[src/rtl/mem_order_guard.sv]
module mem_order_guard #(
  parameter int DEPTH    = 16,
  parameter int SEQ_W    = 6,
  parameter int ADDR_W   = 32,
  parameter int WORD_OFS = 3
) (
  input  logic              clk,
  input  logic              rst_n,
  input  logic              alloc_valid,
  input  logic              alloc_is_store,
  input  logic [SEQ_W-1:0]  alloc_seq,
  output logic              alloc_stall,
  input  logic              exec_valid,
  input  logic              exec_is_store,
  input  logic [SEQ_W-1:0]  exec_seq,
  input  logic [ADDR_W-1:0] exec_addr,
  input  logic              retire_valid,
  input  logic              flush_valid,
  input  logic [SEQ_W-1:0]  flush_seq,
  output logic              viol_valid,
  output logic [SEQ_W-1:0]  viol_seq
);
  localparam int PTR_W  = $clog2(DEPTH);
  localparam int CNT_W  = $clog2(DEPTH + 1);
  localparam int WORD_W = ADDR_W - WORD_OFS;

  function automatic logic after(input logic [SEQ_W-1:0] a, input logic [SEQ_W-1:0] b);
    logic [SEQ_W-1:0] d;
    d = a - b;
    return (d != '0) && !d[SEQ_W-1];
  endfunction

  logic [DEPTH-1:0]  ent_vld, ent_st, ent_done;
  logic [SEQ_W-1:0]  ent_seq  [DEPTH];
  logic [WORD_W-1:0] ent_word [DEPTH];
  logic [PTR_W-1:0]  head, tail;
  logic [CNT_W-1:0]  count;

  logic [WORD_W-1:0] exec_word;
  logic [DEPTH-1:0]  exec_hit, conflict, keep;
  logic [CNT_W-1:0]  keep_cnt;
  logic              found;
  logic [SEQ_W-1:0]  pick_seq;
  logic              alloc_fire, retire_fire, store_check;

  assign exec_word   = exec_addr[ADDR_W-1:WORD_OFS];
  assign alloc_stall = (count == CNT_W'(DEPTH));
  assign alloc_fire  = alloc_valid && !alloc_stall;
  assign retire_fire = retire_valid && (count != '0);
  assign store_check = exec_valid && exec_is_store && (|exec_hit);
  assign keep_cnt    = CNT_W'($countones(keep));

  always_comb begin
    for (int i = 0; i < DEPTH; i++) begin
      exec_hit[i] = ent_vld[i] && (ent_seq[i] == exec_seq);
      conflict[i] = ent_vld[i] && !ent_st[i] && ent_done[i] &&
                    (ent_word[i] == exec_word) && after(ent_seq[i], exec_seq);
      keep[i]     = ent_vld[i] && after(flush_seq, ent_seq[i]);
    end
  end

  always_comb begin
    logic [PTR_W-1:0] idx;
    found    = 1'b0;
    pick_seq = '0;
    for (int k = 0; k < DEPTH; k++) begin
      idx = head + PTR_W'(k);
      if (!found && conflict[idx]) begin
        found    = 1'b1;
        pick_seq = ent_seq[idx];
      end
    end
  end

  always_ff @(posedge clk) begin
    if (!rst_n) begin
      ent_vld    <= '0;
      ent_st     <= '0;
      ent_done   <= '0;
      head       <= '0;
      tail       <= '0;
      count      <= '0;
      viol_valid <= 1'b0;
      viol_seq   <= '0;
    end else if (flush_valid) begin
      ent_vld    <= keep;
      tail       <= head + PTR_W'(keep_cnt);
      count      <= keep_cnt;
      viol_valid <= 1'b0;
    end else begin
      viol_valid <= store_check && found;
      if (store_check && found) viol_seq <= pick_seq;
      if (exec_valid) begin
        for (int i = 0; i < DEPTH; i++) begin
          if (exec_hit[i]) begin
            ent_done[i] <= 1'b1;
            ent_word[i] <= exec_word;
          end
        end
      end
      if (retire_fire) begin
        ent_vld[head] <= 1'b0;
        head          <= head + 1'b1;
      end
      if (alloc_fire) begin
        ent_vld[tail]  <= 1'b1;
        ent_st[tail]   <= alloc_is_store;
        ent_done[tail] <= 1'b0;
        ent_seq[tail]  <= alloc_seq;
        tail           <= tail + 1'b1;
      end
      count <= count + CNT_W'(alloc_fire) - CNT_W'(retire_fire);
    end
  end
endmodule


[config.mk]
export PLATFORM = sky130hd
export DESIGN_NAME = mem_order_guard
export DESIGN_NICKNAME = d
export VERILOG_FILES = /design/src/rtl/mem_order_guard.sv
export SDC_FILE = /design/constraint.sdc
export NUM_CORES = 2
export LEC_CHECK = 0
export CORE_MARGIN = 2
export CORE_UTILIZATION = 45
export CTS_CLUSTER_DIAMETER = 80
export DETAILED_ROUTE_END_ITERATION = 6
export GPL_TIMING_DRIVEN = 0
export SYNTH_ARGS = -nofsm -noshare
export SYNTH_HDL_FRONTEND = slang
export SYNTH_SLANG_ARGS = --single-unit
[constraint.sdc]
create_clock -name clk -period 9 [get_ports clk]
set_input_delay 1.35 -clock clk [delete_from_list [all_inputs] [get_ports clk]]
set_output_delay 1.35 -clock clk [all_outputs]
set_load 0.02 [all_outputs]
==> metrics.yaml <==
drv_slew: 0
hold_ws_ns: 0.457
grt_pass1_wl_mm: 240
clock_sinks: 632
port_buffers: 58
cp_top_family: "adder cells"
p_per_area_nw_per_um2: 174
seq_area_sq_um: 18300
wl_mm: 174
syn_to_final_growth_pct: 11.6
rsz0062_at_grt: "no"
synth_edf_count: 560
drc: 63
tns_ns: 0
synth.area.top_cells: "edfxtp_1 (40%), xor2_1 (9.3%), mux4_2 (8.6%)"
slowest_delay_ns: 1.19
die-height_um: 310
setup_ws_ns: 0.581
power_frac_clock_pct: 36.9
worstSetupPathType: "input port to register"
hold_path_class: "register to register"
core_sq_um: 92900
drv_cap: 0
clk_latency_ns: 0.67
ir_worst_vdd_v: 0.000143
synth_largest_area_cell: "edfxtp_1"
hpwl_mm: 122
routabilityCongestion: 1.02
p_leak_nw: 16.5
placed_area_sq_um: 44400
via_per_inst: 6.62
critical_path.most_common_cell: "fa_1"
end_kind: "register"
layout-drive-gt1-share_pct: 10.5
hold_viol: 0
switching_share_pct: 31.3
multi_input_comb_area_sq_um: 22500
antenna_found_initial: 6
numCtsBuffers: 74
wl_per_cell_um: 33.5
maxSlewHeadroom_pct: 0.742
start_util_pct: 45.2
ys.flop_type: "edfxtp_1"
seqPwrFrac_pct: 39.6
grtUsageTotal_pct: 36.1
async_flop_share_pct: 0
crit_chain: "clkdlybuf4s50_1, clkinvlp_4, buf_4, fa_1, inv_1, a21o_1, a21oi_1, xnor2_1, o311ai_0, fa_1, fa_1, fa_1, fa_1, inv_1, ha_1, fa_1, xor2_1, ha_1, a21oi_1, xnor2_1, xnor2_1, a21oi_1"
clk_pin_slew_ns: 0.06
grt_max_degree: 30
worst-path-buf-inv: 5
internal-power_mw: 5.62
synth_seq_cells: 632
cts_tree: "built"
final_area_sq_um: 46900
synth_top_area_share_pct: 40.0
fin_skew_ns: 0.0507
power_mw: 8.18
nFillCells: 8260
clock-root-buffer: "clkbuf_16"
power_switching_mw: 2.56
violations: "design-rule violations"
worstPathArrival_ns: 8.93
min_period_ns: 8.42
synth.distinct_cells: 94
finalSetupViolCount: 0
synth.avg_cell_area_sq_um: 11.3
grt_pass1_vias: 31500
power_frac_comb_pct: 23.5
dp.cells: 5048
ioPinCount: 66
worstPathRequired_ns: 9.51
timing.final.crit_share_pct: 93.5
htree_levels: 3
fin_util_pct: 50.5
grt_overflow: 0
firstDrtPassIters: 7
drtIter0Drc: 5279
fin_cells: 5188
syn-num-nets: 3996
worstMarginPinSlew_ns: 1.48
crit_fanout: 17
fmax_mhz: 119
syn_inst: 3718
ys_seq_area_share_pct: 43.4
ctsLongestPathBuffers: 3
cp_slowest_cell: "clkdlybuf4s50_1"
finish.net_count: 4152
num_rows: 112
crit_path_start_kind: "input port"
syn-cell-area_sq_um: 42000
ant_nets: 0
num_vias: 34300
die_w_um: 310
holdBufCountCts: 0
status: "finished with violations"
dieArea_sq_um: 95800
ys_warn_count: 0
pre_cts_ws_ns: -0.744
==> synth_stat cells, types with 16 or more instances <==
library cell	n
dfxtp_1	72
nor3_1	85
a21o_1	52
nand2_1	259
nand4_1	108
or3_1	16
nand3_1	113
mux2i_1	87
o21bai_1	17
nand3b_1	24
xnor2_1	168
nor2b_1	31
clkbuf_1	78
edfxtp_1	560
nor4_1	188
fa_1	29
ha_1	191
inv_1	173
buf_1	25
a21oi_1	152
buf_2	61
and2_1	27
o21ai_0	68
and3_1	20
xor2_1	444
nor2_1	186
mux4_2	160
a31oi_1	25
==> power by group through the flow <==
stage	Combinational, mW	Clock, mW	Sequential [mW]
after global routing	2.02	3.13	3.24
after global placement	1.85	0	3.30
after floorplan	1.23	0	3.28
after detailed placement	1.86	0	3.30
after CTS	1.87	3.03	3.24
final	1.92	3.02	3.24
==> registers in the layout, summed over array words and instances, names as in the netlist, named ones only <==
| signal | flops |
|---|---|
| count | 5 |
| ent_vld | 16 |
| tail | 4 |
| ent_st | 16 |
| viol_seq | 6 |
| ent_seq | 96 |
| ent_word | 464 |
| head | 4 |
| ent_done | 16 |
| viol_valid | 1 |
==> final cells by class <==
cell class	count	area share, %
flip-flops and latches	632	38.9
clock buffers	93	4.26
multi-input cells	2742	48.0
well taps	1254	3.35
diodes	3	0.0160
inverters	177	1.43
clock inverters	40	0.838
plain buffers	167	1.55
repair buffers	80	1.63
==> kinds of logic after synthesis <==
family,after synthesis,share of synthesized area [%]
AO/OA/AOI/OAI,507,8.19
XOR/XNOR,614,12.8
adder cells (fa/ha/maj),220,7.07
buffers and inverters,344,3.31
flip-flops,632,43.4
multiplexers,255,10.9
AND/OR/NAND/NOR,1146,14.3
==> routing by layer <==
metal / vias to the layer above / wire length [um] / track usage [%]
met4: 8 / 12100 / 20.4
li1: 14400 / - / -
met5: - / 81 / 0.758
met1: 16900 / 67100 / 48.0
met2: 2449 / 74500 / 53.9
met3: 527 / 20200 / 8.94
==> layout by cell type (no fill, tap or decap), types with 113 or more instances in the layout <==
cell type and instances:
ha_1 191, nand3_1 113, nor2_1 181, xor2_1 444
inv_1 172, xnor2_1 168, a21oi_1 152, nor4_1 184
mux4_2 160, edfxtp_1 560, nand2_1 259
==> worst min-delay path, delay by kind of cell (launching register included) <==
kind / cells / cell delay [ns]
DFF: 1 / 0.31
and+or+nand+nor: 1 / 0.05
AOI/OAI and AO/OA: 1 / 0.05
==> worst paths after layout <==
check	startpoint	to	slack, ns	depth (start not counted)
hold reg to reg	ent_st[6]	ent_st[6]	0.46	2
hold / removal	ent_st[6]	ent_st[6]	0.46	2
setup reg to reg	head[0]	viol_seq[5]	1.01	17
setup / recovery	flush_seq[1]	tail[3]	0.58	22
==> what timing repair did <==
| action | CTS | global route |
|---|---|---|
| resized for setup | 1 | 0 |
| setup buffers | 3 | 0 |
| endpoints found under the setup margin | 1 | 0 |
| endpoints found under the hold margin | 0 | 0 |
No activity file was read; power rests on OpenSTA's default activity.
